<file path="src/rtl/fc_pkg.sv">
package fc_pkg;
   typedef enum logic [1:0] {
      FC_ACTIVE  = 2'b00,
      FC_PASSIVE = 2'b01,
      FC_BUSOFF  = 2'b10
   } fc_state_e;
endpackage

</file>
<file path="src/rtl/fc_err_counter.sv">
// Saturating up/down error counter with clear and freeze controls.
module fc_err_counter #(
   parameter int W   = 8,
   parameter int MAX = (1 << W) - 1
) (
   input  logic         clk,
   input  logic         rst,
   input  logic         clr,
   input  logic         hold,
   input  logic         inc,
   input  logic         dec,
   output logic [W-1:0] cnt_q,
   output logic [W-1:0] cnt_d
);
   localparam logic [W-1:0] TOP = W'(MAX);
   localparam logic [W-1:0] ONE = W'(1);

   always_comb begin
      cnt_d = cnt_q;
      if (clr) begin
         cnt_d = '0;
      end else if (!hold) begin
         if (inc && !dec && cnt_q != TOP)
            cnt_d = cnt_q + ONE;
         else if (dec && !inc && cnt_q != '0)
            cnt_d = cnt_q - ONE;
      end
   end

   always_ff @(posedge clk) begin
      if (rst) cnt_q <= '0;
      else     cnt_q <= cnt_d;
   end
endmodule

</file>
<file path="src/rtl/fc_idle_tracker.sv">
// Counts runs of consecutive recessive bits while armed (bus-off).
module fc_idle_tracker #(
   parameter int RUN_BITS  = 11,
   parameter int RUN_COUNT = 128
) (
   input  logic clk,
   input  logic rst,
   input  logic arm,
   input  logic bit_tick,
   input  logic recessive,
   output logic done
);
   localparam int BW = $clog2(RUN_BITS + 1);
   localparam int CW = $clog2(RUN_COUNT + 1);
   localparam logic [BW-1:0] LAST_BIT = BW'(RUN_BITS - 1);
   localparam logic [CW-1:0] LAST_RUN = CW'(RUN_COUNT - 1);

   logic [BW-1:0] bit_q;
   logic [CW-1:0] run_q;
   logic          run_end;

   assign run_end = bit_tick && recessive && (bit_q == LAST_BIT);
   assign done    = arm && run_end && (run_q == LAST_RUN);

   always_ff @(posedge clk) begin
      if (rst || !arm || done) begin
         bit_q <= '0;
         run_q <= '0;
      end else if (bit_tick) begin
         if (!recessive) begin
            bit_q <= '0;
         end else if (run_end) begin
            bit_q <= '0;
            run_q <= run_q + CW'(1);
         end else begin
            bit_q <= bit_q + BW'(1);
         end
      end
   end
endmodule

</file>
<file path="src/rtl/can_fault_confine.sv">
module can_fault_confine #(
   parameter int TEC_W         = 9,
   parameter int REC_W         = 8,
   parameter int WARN_LEVEL    = 96,
   parameter int PASSIVE_LIMIT = 127,
   parameter int BUSOFF_LIMIT  = 255,
   parameter int RUN_BITS      = 11,
   parameter int RUN_COUNT     = 128
) (
   input  logic             clk,
   input  logic             rst,
   input  logic             tx_err_inc,
   input  logic             tx_err_dec,
   input  logic             rx_err_inc,
   input  logic             rx_err_dec,
   input  logic             bit_tick,
   input  logic             bus_level,
   output logic [1:0]       conf_state,
   output logic [TEC_W-1:0] tx_errs,
   output logic [REC_W-1:0] rx_errs,
   output logic             warn,
   output logic             warn_rise,
   output logic             passive_rise,
   output logic             busoff_rise
);
   import fc_pkg::*;

   localparam logic [TEC_W-1:0] TEC_PASS = TEC_W'(PASSIVE_LIMIT);
   localparam logic [TEC_W-1:0] TEC_OFF  = TEC_W'(BUSOFF_LIMIT);
   localparam logic [TEC_W-1:0] TEC_WARN = TEC_W'(WARN_LEVEL);
   localparam logic [REC_W-1:0] REC_PASS = REC_W'(PASSIVE_LIMIT);
   localparam logic [REC_W-1:0] REC_WARN = REC_W'(WARN_LEVEL);
   localparam int NEV = 3;

   // elaboration-time parameter checks
   if ((1 << TEC_W) - 1 <= BUSOFF_LIMIT) begin : g_bad_tec
      $error("TEC_W too narrow to exceed BUSOFF_LIMIT");
   end
   if ((1 << REC_W) - 1 <= PASSIVE_LIMIT) begin : g_bad_rec
      $error("REC_W too narrow to exceed PASSIVE_LIMIT");
   end
   if (WARN_LEVEL > PASSIVE_LIMIT || PASSIVE_LIMIT >= BUSOFF_LIMIT) begin : g_bad_lim
      $error("limits must satisfy WARN <= PASSIVE < BUSOFF");
   end
   if (RUN_BITS < 1 || RUN_COUNT < 1) begin : g_bad_run
      $error("recovery run parameters must be positive");
   end

   fc_state_e        st_q, st_d;
   logic             in_off, recovered, warn_q, warn_d;
   logic [TEC_W-1:0] tec_d;
   logic [REC_W-1:0] rec_d;

   assign in_off = (st_q == FC_BUSOFF);

   fc_err_counter #(.W(TEC_W)) u_tec (
      .clk(clk), .rst(rst), .clr(recovered), .hold(in_off),
      .inc(tx_err_inc), .dec(tx_err_dec), .cnt_q(tx_errs), .cnt_d(tec_d)
   );

   fc_err_counter #(.W(REC_W)) u_rec (
      .clk(clk), .rst(rst), .clr(recovered), .hold(in_off),
      .inc(rx_err_inc), .dec(rx_err_dec), .cnt_q(rx_errs), .cnt_d(rec_d)
   );

   fc_idle_tracker #(.RUN_BITS(RUN_BITS), .RUN_COUNT(RUN_COUNT)) u_idle (
      .clk(clk), .rst(rst), .arm(in_off), .bit_tick(bit_tick),
      .recessive(bus_level), .done(recovered)
   );

   always_comb begin
      st_d = st_q;
      unique case (st_q)
         FC_ACTIVE: begin
            if (tec_d > TEC_OFF)                           st_d = FC_BUSOFF;
            else if (tec_d > TEC_PASS || rec_d > REC_PASS) st_d = FC_PASSIVE;
         end
         FC_PASSIVE: begin
            if (tec_d > TEC_OFF)                             st_d = FC_BUSOFF;
            else if (tec_d <= TEC_PASS && rec_d <= REC_PASS) st_d = FC_ACTIVE;
         end
         FC_BUSOFF: begin
            if (recovered) st_d = FC_ACTIVE;
         end
         default: st_d = FC_ACTIVE;
      endcase
   end

   assign warn_d = (tec_d >= TEC_WARN) || (rec_d >= REC_WARN);

   always_ff @(posedge clk) begin
      if (rst) begin
         st_q   <= FC_ACTIVE;
         warn_q <= 1'b0;
      end else begin
         st_q   <= st_d;
         warn_q <= warn_d;
      end
   end

   // entry pulses: one flop per event, set on a rising condition
   logic [NEV-1:0] ev_now, ev_next, rise_q;
   assign ev_now  = {warn_q, st_q == FC_PASSIVE, st_q == FC_BUSOFF};
   assign ev_next = {warn_d, st_d == FC_PASSIVE, st_d == FC_BUSOFF};

   for (genvar i = 0; i < NEV; i++) begin : g_rise
      always_ff @(posedge clk) begin
         if (rst) rise_q[i] <= 1'b0;
         else     rise_q[i] <= ev_next[i] & ~ev_now[i];
      end
   end

   assign conf_state   = st_q;
   assign warn         = warn_q;
   assign warn_rise    = rise_q[2];
   assign passive_rise = rise_q[1];
   assign busoff_rise  = rise_q[0];
endmodule

</file>
<file path="config.mk">
export PLATFORM = sky130hd
export DESIGN_NAME = can_fault_confine
export DESIGN_NICKNAME = d
export VERILOG_FILES = /design/src/rtl/fc_pkg.sv /design/src/rtl/fc_err_counter.sv /design/src/rtl/fc_idle_tracker.sv /design/src/rtl/can_fault_confine.sv
export SDC_FILE = /design/constraint.sdc
export NUM_CORES = 1
export LEC_CHECK = 0
export BUFFER_PORTS_ARGS = -buffer_cell sky130_fd_sc_hd__buf_2
export CORE_UTILIZATION = 45
export DETAILED_ROUTE_END_ITERATION = 8
export GPL_ROUTABILITY_DRIVEN = 1
export PLACE_DENSITY_LB_ADDON = 0.2
export SLEW_MARGIN = 20
export SYNTH_ARGS = -nofsm -noshare
export SYNTH_HDL_FRONTEND = slang
export SYNTH_HIERARCHICAL = 1
export SYNTH_SLANG_ARGS = --single-unit
</file>
<file path="constraint.sdc">
create_clock -name clk -period 3.6 [get_ports clk]
set_input_delay 0 -clock clk [delete_from_list [all_inputs] [get_ports clk]]
set_output_delay 0 -clock clk [all_outputs]
set_load 0.03 [all_outputs]
</file>
==> results.ini, run 1 <==
[pwr]
vdd_drop_max_v = 0.000244
switching_share_pct = 39.9
power_w = 0.00146
switchingPower_w = 0.000581
seqPwrFrac_pct = 37.5
p_leak_nw = 1.02
internal_power_w = 0.000877
clkPwrFrac_pct = 21.2
pwr_density_cell_mw_per_mm2 = 586
pwr-share-comb_pct = 41.3

[setup_path]
worstPathMaxFanout = 10
r2r_setup_slack_ns = 0.62
r2r-start = u_tec/cnt_q[1]
cp_cell_sequence = ha_1 > and3_1 > and3_1 > ha_1 > nor3b_4 > nand2b_1 > o41a_4 > or3_1 > a21oi_1 > a21oi_1 > a211oi_1
worst_r2r_endpoint = warn_rise
rr_worst_depth = 11
end_kind = flip-flop
max_stage_delay_ns = 0.42
worstSetupStartpoint = u_tec/cnt_q[1]
critPathKind = flip-flop to flip-flop
cp.required_ns = 3.80
arrival_ns = 3.18
crit_slowest_cell = nor3b_4
cp-start-kind = flip-flop

[cts]
post_cts_buffers = 0
worstSkewPairLatency_ns = 0.29
numCtsBuffers = 5
holdBufCountCts = 1
clockBufferDepth = 2
root_buffer = clkbuf_8
clk_pin_slew_worst_paths_ns = 0.07
cts_tree = built
cts.sinks = 35
htree_levels = 2
ctsResizeCount = 0

[sta]
final.min_clock_period_ns = 2.98
finalSetupViolations = 0
skew_ns = 0.00741
max_freq_ghz = 0.335
max_slew_margin_pct = 61.0
setup-tns-final_ns = 0
hold_viol_final = 0
maxSlewViolCount = 0
rsz0062_at_grt = no
worstMarginPinSlew_ns = 0.584
post-route-period-util_pct = 82.8

[finish]
multi_input_area_sq_mm = 0.00140
final_cell_mix = dfxtp_1, nor2_1, buf_2
nNetsFinal = 306
fin_util_pct = 55.2
final_common_cell = dfxtp_1
num-fill-cells = 423
finalInstanceArea_sq_mm = 0.00249
ff_latch_area_sq_um = 701
drive_above_1_share_pct = 22.1
diodes = 0
area_growth_pct = 14.3

[synthesis]
synthesis.area_sq_mm = 0.00218
ys_warn_count = 6
syn_area_per_cell_sq_um = 8.53
synth_cells = 255
syn_nets = 272

[min_path]
holdPathStages = 4
min-delay-path-class = primary input to flip-flop
hold_end = u_idle/bit_q[0]
holdCritStartpoint = bit_tick

[floorplan]
start_util_pct = 48.3
row_count = 24
fp.dieW_um = 71.5
die_h_um = 71.5
die-area_sq_mm = 0.00512
core_sq_mm = 0.00450
ioPinCount = 31

[grt]
grt_pass1_vias = 1770
antenna_found_initial = 0
grt_max_degree = 13
grt_overflow = 0
grt_first_pass_wirelength_um = 7810
grtUsageTotal_pct = 19.0

[place]
numPortBuffers = 30
dp_hpwl_um = 3240
finalWeightedCongestion = 0.824
place_area_sq_mm = 0.00238

[outcome]
status = complete, no violations

[route]
remaining_drc_errors = 0
drtIter0Drc = 100
vias = 1906
ant_nets = 0
routedWlPerCell_um = 13.1
via_per_inst = 5.57
dr.pass1.iters = 5
drt_wl_total_um = 4470

[job]
cap_violations = 0

power by group through the flow:
stage	combinational [W]	sequential (W)	clock, W
CTS	0.000603	0.000548	0.000320
global placement	0.000599	0.000555	0
global route	0.000665	0.000560	0.000334
detailed placement	0.000599	0.000557	0
finish	0.000602	0.000547	0.000310
floorplan	0.000352	0.000660	0
cell type report:
class | count | area share (%)
Multi-Input combinational cell | 201 | 56.2
Timing Repair Buffer | 33 | 7.04
Sequential cell | 35 | 28.2
Tap cell | 52 | 2.62
Inverter | 13 | 1.96
Clock buffer | 8 | 4.02
critical path: cells and delay by family, from the launching register on:
| family | cells | cell delay [ns] |
|---|---|---|
| adder cells (fa/ha/maj) | 2 | 0.46 |
| AO/OA/AOI/OAI | 4 | 0.64 |
| flip-flops | 1 | 0.40 |
| AND/OR/NAND/NOR | 5 | 1.38 |
how the worst max path moves through the flow:
stage,cells after the start,endpoint
6_report,11,warn_rise
3_3_place_gp,11,warn_rise
2_1_floorplan,8,warn_rise
4_1_cts,11,warn_rise
5_1_grt,11,warn_rise
3_5_place_dp,11,warn_rise
metal layers:
| layer | wire length (um) | vias to the layer above | track usage, % |
|---|---|---|---|
| met2 | 2050 | 40 | 30.4 |
| met4 | 63 | 0 | 7.41 |
| met1 | 2160 | 873 | 25.3 |
| li1 | - | 986 | - |
| met5 | 0 | - | 0 |
| met3 | 197 | 7 | 3.80 |
registers in the layout, indices dropped and copies added, names as in the netlist:
register and count:
u_idle/bit_q 4, warn_rise 1, busoff_rise 1, warn 1
u_idle/run_q 8, u_rec/cnt_q 8, passive_rise 1, u_tec/cnt_q 9
conf_state 2
stage by stage:
step,hold slack [ns],worst slack (ns),instances
2_1_floorplan,0.0624,0.634,255
3_3_place_gp,0.311,0.721,333
3_5_place_dp,0.307,0.651,333
4_1_cts,0.0975,0.615,342
5_1_grt,0.153,0.315,342
6_report,0.105,0.618,342
(Power assumes the default switching activity.)
==> run 2: changes to the inputs <==
clock period = 2.51 ns   (was 3.6 ns; I/O delays follow)
==> run 2 against run 1 <==
Critical path depth is 2 lower. Cell count is 7.0% higher. Clock power is 68% higher. Wire length is 9.9% higher. Cell area is 13% higher. Via count is 5.0% higher. Clock-buffer cell count is 2 lower. Non-clock buffer count is 24 higher. Sequential power is 37% higher.
==> results.ini, run 2 (synthesized netlist as in run 1, its figures left out) <==
[route]
remaining_drc_errors = 0
via_per_inst = 5.47
vias = 2002
routedWlPerCell_um = 13.4
drt_wl_total_um = 4910
drtIter0Drc = 80
dr.pass1.iters = 4
ant_nets = 0

[sta]
hold_viol_final = 0
maxSlewViolCount = 0
worst_slack_ns = 0.00635
post-route-period-util_pct = 99.7
skew_ns = 0.00555
max_freq_ghz = 0.399
worstMarginPinSlew_ns = 0.511
setup-tns-final_ns = 0
rsz0062_at_grt = yes
holdWs_ns = 0.00508
final.min_clock_period_ns = 2.50
finalSetupViolations = 0
max_slew_margin_pct = 65.1

[setup_path]
worstSetupStartpoint = u_tec/cnt_q[0]
r2r-start = u_tec/cnt_q[0]
crit_slowest_cell = or4b_4
worstPathMaxFanout = 6
cp_cell_sequence = buf_4 > inv_1 > ha_1 > or4b_4 > o311ai_1 > o211ai_1 > nor2b_1 > or3_1 > nor3_2
critPathKind = flip-flop to flip-flop
r2r_setup_slack_ns = 0.006
crit_path_end = passive_rise
arrival_ns = 2.72
worst_r2r_endpoint = passive_rise
rr_worst_depth = 9
cp-start-kind = flip-flop
cp.required_ns = 2.72
max_stage_delay_ns = 0.50
end_kind = flip-flop

[floorplan]
row_count = 24
ioPinCount = 31
die_h_um = 71.5
die-area_sq_mm = 0.00512
core_sq_mm = 0.00450
start_util_pct = 48.3
fp.dieW_um = 71.5

[pwr]
switching_share_pct = 38.3
seqPwrFrac_pct = 32.2
p_leak_nw = 1.15
switchingPower_w = 0.000890
pwr_density_cell_mw_per_mm2 = 829
pwr-share-comb_pct = 45.3
internal_power_w = 0.00144
clkPwrFrac_pct = 22.4
vdd_drop_max_v = 0.000401
power_w = 0.00233

[finish]
largest_register_ffs = 9
reg.largest.list = u_tec/cnt_q: 9 flops, u_idle/run_q: 8 flops, u_rec/cnt_q: 8 flops
drive_above_1_share_pct = 34.7
final_common_cell = dfxtp_1
area_growth_pct = 28.9
regMostFlops = u_tec/cnt_q
finalInstanceArea_sq_mm = 0.00281
diodes = 0
nNetsFinal = 330
final_cell_mix = dfxtp_1, nor2_1, buf_2

[place]
numPortBuffers = 30
place_area_sq_mm = 0.00262
finalWeightedCongestion = 0.844
dp_slack_ns = -0.0197
dp_hpwl_um = 3560

[grt]
antenna_found_initial = 0
grt_max_degree = 14
grt_first_pass_wirelength_um = 8270
grtUsageTotal_pct = 20.1
grt_overflow = 0
grt_pass1_vias = 1820

[min_path]
min-delay-path-class = primary input to flip-flop
holdCritStartpoint = rst

[cts]
numCtsBuffers = 5
clockBufferDepth = 2
htree_levels = 2
clk_pin_slew_worst_paths_ns = 0.07
root_buffer = clkbuf_8
holdBufCountCts = 0
worstSkewPairLatency_ns = 0.28
cts.sinks = 35
cts_tree = built

[outcome]
status = complete, no violations

[job]
cap_violations = 0

run 2: changes by cell type in the layout (fill, tap and decap cells not counted), sizes merged:
cell | before | now
dlygate4sd3 | 1 | 0
clkbuf | 8 | 6
buf | 32 | 57
bufinv | 0 | 1
clkinv | 0 | 1
run 2: metal layers:
| metal | track usage [%] | vias up | wire length (um) |
|---|---|---|---|
| met5 | 0 | - | 0 |
| met4 | 5.23 | 0 | 38 |
| met3 | 2.95 | 5 | 117 |
| met2 | 34.2 | 30 | 2400 |
| met1 | 26.9 | 933 | 2350 |
| li1 | - | 1034 | - |
run 2: worst min-delay path by stage:
stage / to / cells after the start / slack, ns
global placement: conf_state[1] / 2 / 0.30
finish: conf_state[1] / 2 / 0.005
global route: conf_state[1] / 2 / 0.02
floorplan: conf_state[1] / 1 / 0.06
CTS: conf_state[1] / 2 / 0.00003
detailed placement: conf_state[1] / 2 / 0.31
run 2: metrics by stage:
stage          std cells  util, %
2_1_floorplan        255        -
3_3_place_gp         355     58.1
3_5_place_dp         355     58.1
4_1_cts              363     60.8
5_1_grt              366     62.3
6_report             366     62.3
run 2: power groups by stage:
stage	Clock [W]	Sequential [W]	Combinational, W
after detailed placement	0	0.000762	0.000996
after global placement	0	0.000763	0.000995
final	0.000522	0.000750	0.00105
after CTS	0.000530	0.000750	0.00100
after floorplan	0	0.000959	0.000514
after global routing	0.000556	0.000768	0.00115
run 2: layout make-up:
class,instances,area [sq um]
Fill cell,405,1700
Inverter,13,48.8
Clock inverter,2,35.0
Sequential cell,35,709
Multi-Input combinational cell,201,1510
Clock buffer,6,82.6
Timing Repair Buffer,57,353
Tap cell,52,65.1
run 2: worst max-delay path, delay by kind of cell (launching register included):
family          cells  cell delay, ns
buf+inv             2            0.22
flops               1            0.35
fa+ha+maj           1            0.17
simple gates        4            1.17
compound gates      2            0.53
run 2: repair_timing:
action / in CTS / in global routing
setup endpoints to repair: 4 / 4
setup buffers: 0 / 3
pin swaps: 3 / 5
resized for setup: 3 / 9
==> run 3: changes to the inputs <==
CORE_ASPECT_RATIO = 0.5   (was not set)
==> run 3 against run 2 <==
Clock-buffer cell count is 1 lower. Largest power group unchanged. Register-to-register slack hardly changed. First-iteration DRC count is 100% higher. Non-clock buffer count is 8 lower. Via count is 2.6% higher.
==> results.ini, run 3 (synthesized netlist as in run 1, its figures left out) <==
[outcome]
status = complete, no violations

[job]
cap_violations = 0

[floorplan]
die_h_um = 51.2
fp.dieW_um = 100
start_util_pct = 48.3
core_sq_mm = 0.00451
ioPinCount = 31
row_count = 17
die-area_sq_mm = 0.00513

[finish]
regMostFlops = u_tec/cnt_q
largest_register_ffs = 9
reg.largest.list = u_tec/cnt_q: 9 flops, u_idle/run_q: 8 flops, u_rec/cnt_q: 8 flops
final_cell_mix = dfxtp_1, nor2_1, buf_2
area_growth_pct = 26.2
nNetsFinal = 322
diodes = 0
final_common_cell = dfxtp_1
drive_above_1_share_pct = 32.4

[cts]
cts.sinks = 35
clockBufferDepth = 2
numCtsBuffers = 5
cts_tree = built
clk_pin_slew_worst_paths_ns = 0.07
htree_levels = 2
worstSkewPairLatency_ns = 0.29
root_buffer = clkbuf_8

[route]
routedWlPerCell_um = 13.2
via_per_inst = 5.52
vias = 2054
drt_wl_total_um = 4890
drtIter0Drc = 161
ant_nets = 0
dr.pass1.iters = 4
remaining_drc_errors = 0

[sta]
rsz0062_at_grt = yes
post-route-period-util_pct = 99.8
max_slew_margin_pct = 61.9
final.min_clock_period_ns = 2.50
maxSlewViolCount = 0
finalSetupViolations = 0
hold_viol_final = 0
skew_ns = 0.00799
worstMarginPinSlew_ns = 0.570
max_freq_ghz = 0.399
setup-tns-final_ns = 0

[setup_path]
arrival_ns = 2.72
cp_cell_sequence = ha_4 > and3_4 > and3_4 > ha_4 > or3b_4 > nor2_4 > a21oi_1 > or3_4 > a21oi_4 > a211oi_2 > a211oi_1
cp-start-kind = flip-flop
max_stage_delay_ns = 0.44
critical-path-top-delay-family = simple AND/OR/NAND/NOR gates
critPathKind = flip-flop to flip-flop
worstPathMaxFanout = 3
end_kind = flip-flop
cp.required_ns = 2.72
path_buf_inv = 0
crit_slowest_cell = or3b_4

[place]
dp_hpwl_um = 3650
finalWeightedCongestion = 0.851
numPortBuffers = 30

[pwr]
internal_power_w = 0.00128
clkPwrFrac_pct = 17.7
switching_share_pct = 41.1
switchingPower_w = 0.000894
power_w = 0.00218
vdd_drop_max_v = 0.000368
pwr_density_cell_mw_per_mm2 = 793
seqPwrFrac_pct = 34.6
pwr-share-comb_pct = 47.7
p_leak_nw = 1.10

[grt]
grtUsageTotal_pct = 20.8
grt_max_degree = 14
grt_overflow = 0
grt_first_pass_wirelength_um = 8250
grt_pass1_vias = 1895
antenna_found_initial = 0

[min_path]
min-delay-path-class = primary input to flip-flop

## run 3: cell types whose count changed in the layout (fill, tap and decap cells not counted), moves of 2 or more
| cell | before | now |
|---|---|---|
| a21oi_2 | 6 | 3 |
| buf_4 | 27 | 18 |
| or3_4 | 2 | 4 |
| a21oi_1 | 10 | 12 |
| clkinv_2 | 1 | 3 |
| or3_1 | 9 | 7 |
## run 3: power by group through the flow
stage	combinational, W	sequential [W]	clock, W
finish	0.00104	0.000752	0.000386
global route	0.00113	0.000771	0.000439
CTS	0.000995	0.000753	0.000404
detailed placement	0.000986	0.000765	0
global placement	0.000979	0.000760	0
floorplan	0.000514	0.000959	0
## run 3: metal layers
layer,up-vias,track usage [%],share of wire [%]
met5,-,0,0
met4,0,8.70,0.82
met3,6,7.39,5.9
met2,64,32.9,46
met1,964,26.0,47
li1,1020,-,-
## run 3: layout make-up
type                    instances  area (sq um)
well taps                      66          82.6
repair buffers                 49           295
flip-flops and latches         35           709
multi-input cells             201          1530
inverters                      13          48.8
fillers                       398          1760
clock inverters                 3          15.0
clock buffers                   5          68.8
## run 3: path summary, 6_finish.rpt
path                                startpoint               to  slack [ns]  cells past startpoint
worst min-delay path                  bit_tick  u_idle/bit_q[0]         0.1                      4
worst max-delay path            u_tec/cnt_q[0]        warn_rise       0.006                     11
worst max register to register  u_tec/cnt_q[0]        warn_rise       0.006                     11
worst min register to register            warn        warn_rise        0.44                      1
## run 3: tightest hold or removal path, stage by stage
cell	delay, ns
buf_2	0.10
inv_1	0.07
mux2i_1	0.12
nor2_1	0.05
## run 3: timing repair
item	in CTS	in global routing
hold buffers	1	0
resized for setup	3	10
pin swaps	3	6
buffers inserted	0	1
endpoints found under the setup margin	3	4
hold endpoints to repair	1	0
## run 3: stage by stage
stage / area [sq um] / util [%] / hold WS (ns) / cells / setup WS (ns)
after CTS: 2690 / 59.5 / 0.0898 / 371 / -0.00782
after floorplan: 2260 / - / 0.0624 / 255 / -0.0549
after global routing: 2750 / 60.9 / 0.0965 / 372 / -0.0772
after global placement: 2580 / 57.2 / 0.288 / 362 / 0.0285
final: 2750 / 60.9 / 0.0952 / 372 / 0.00611
after detailed placement: 2580 / 57.2 / 0.292 / 362 / -0.0625
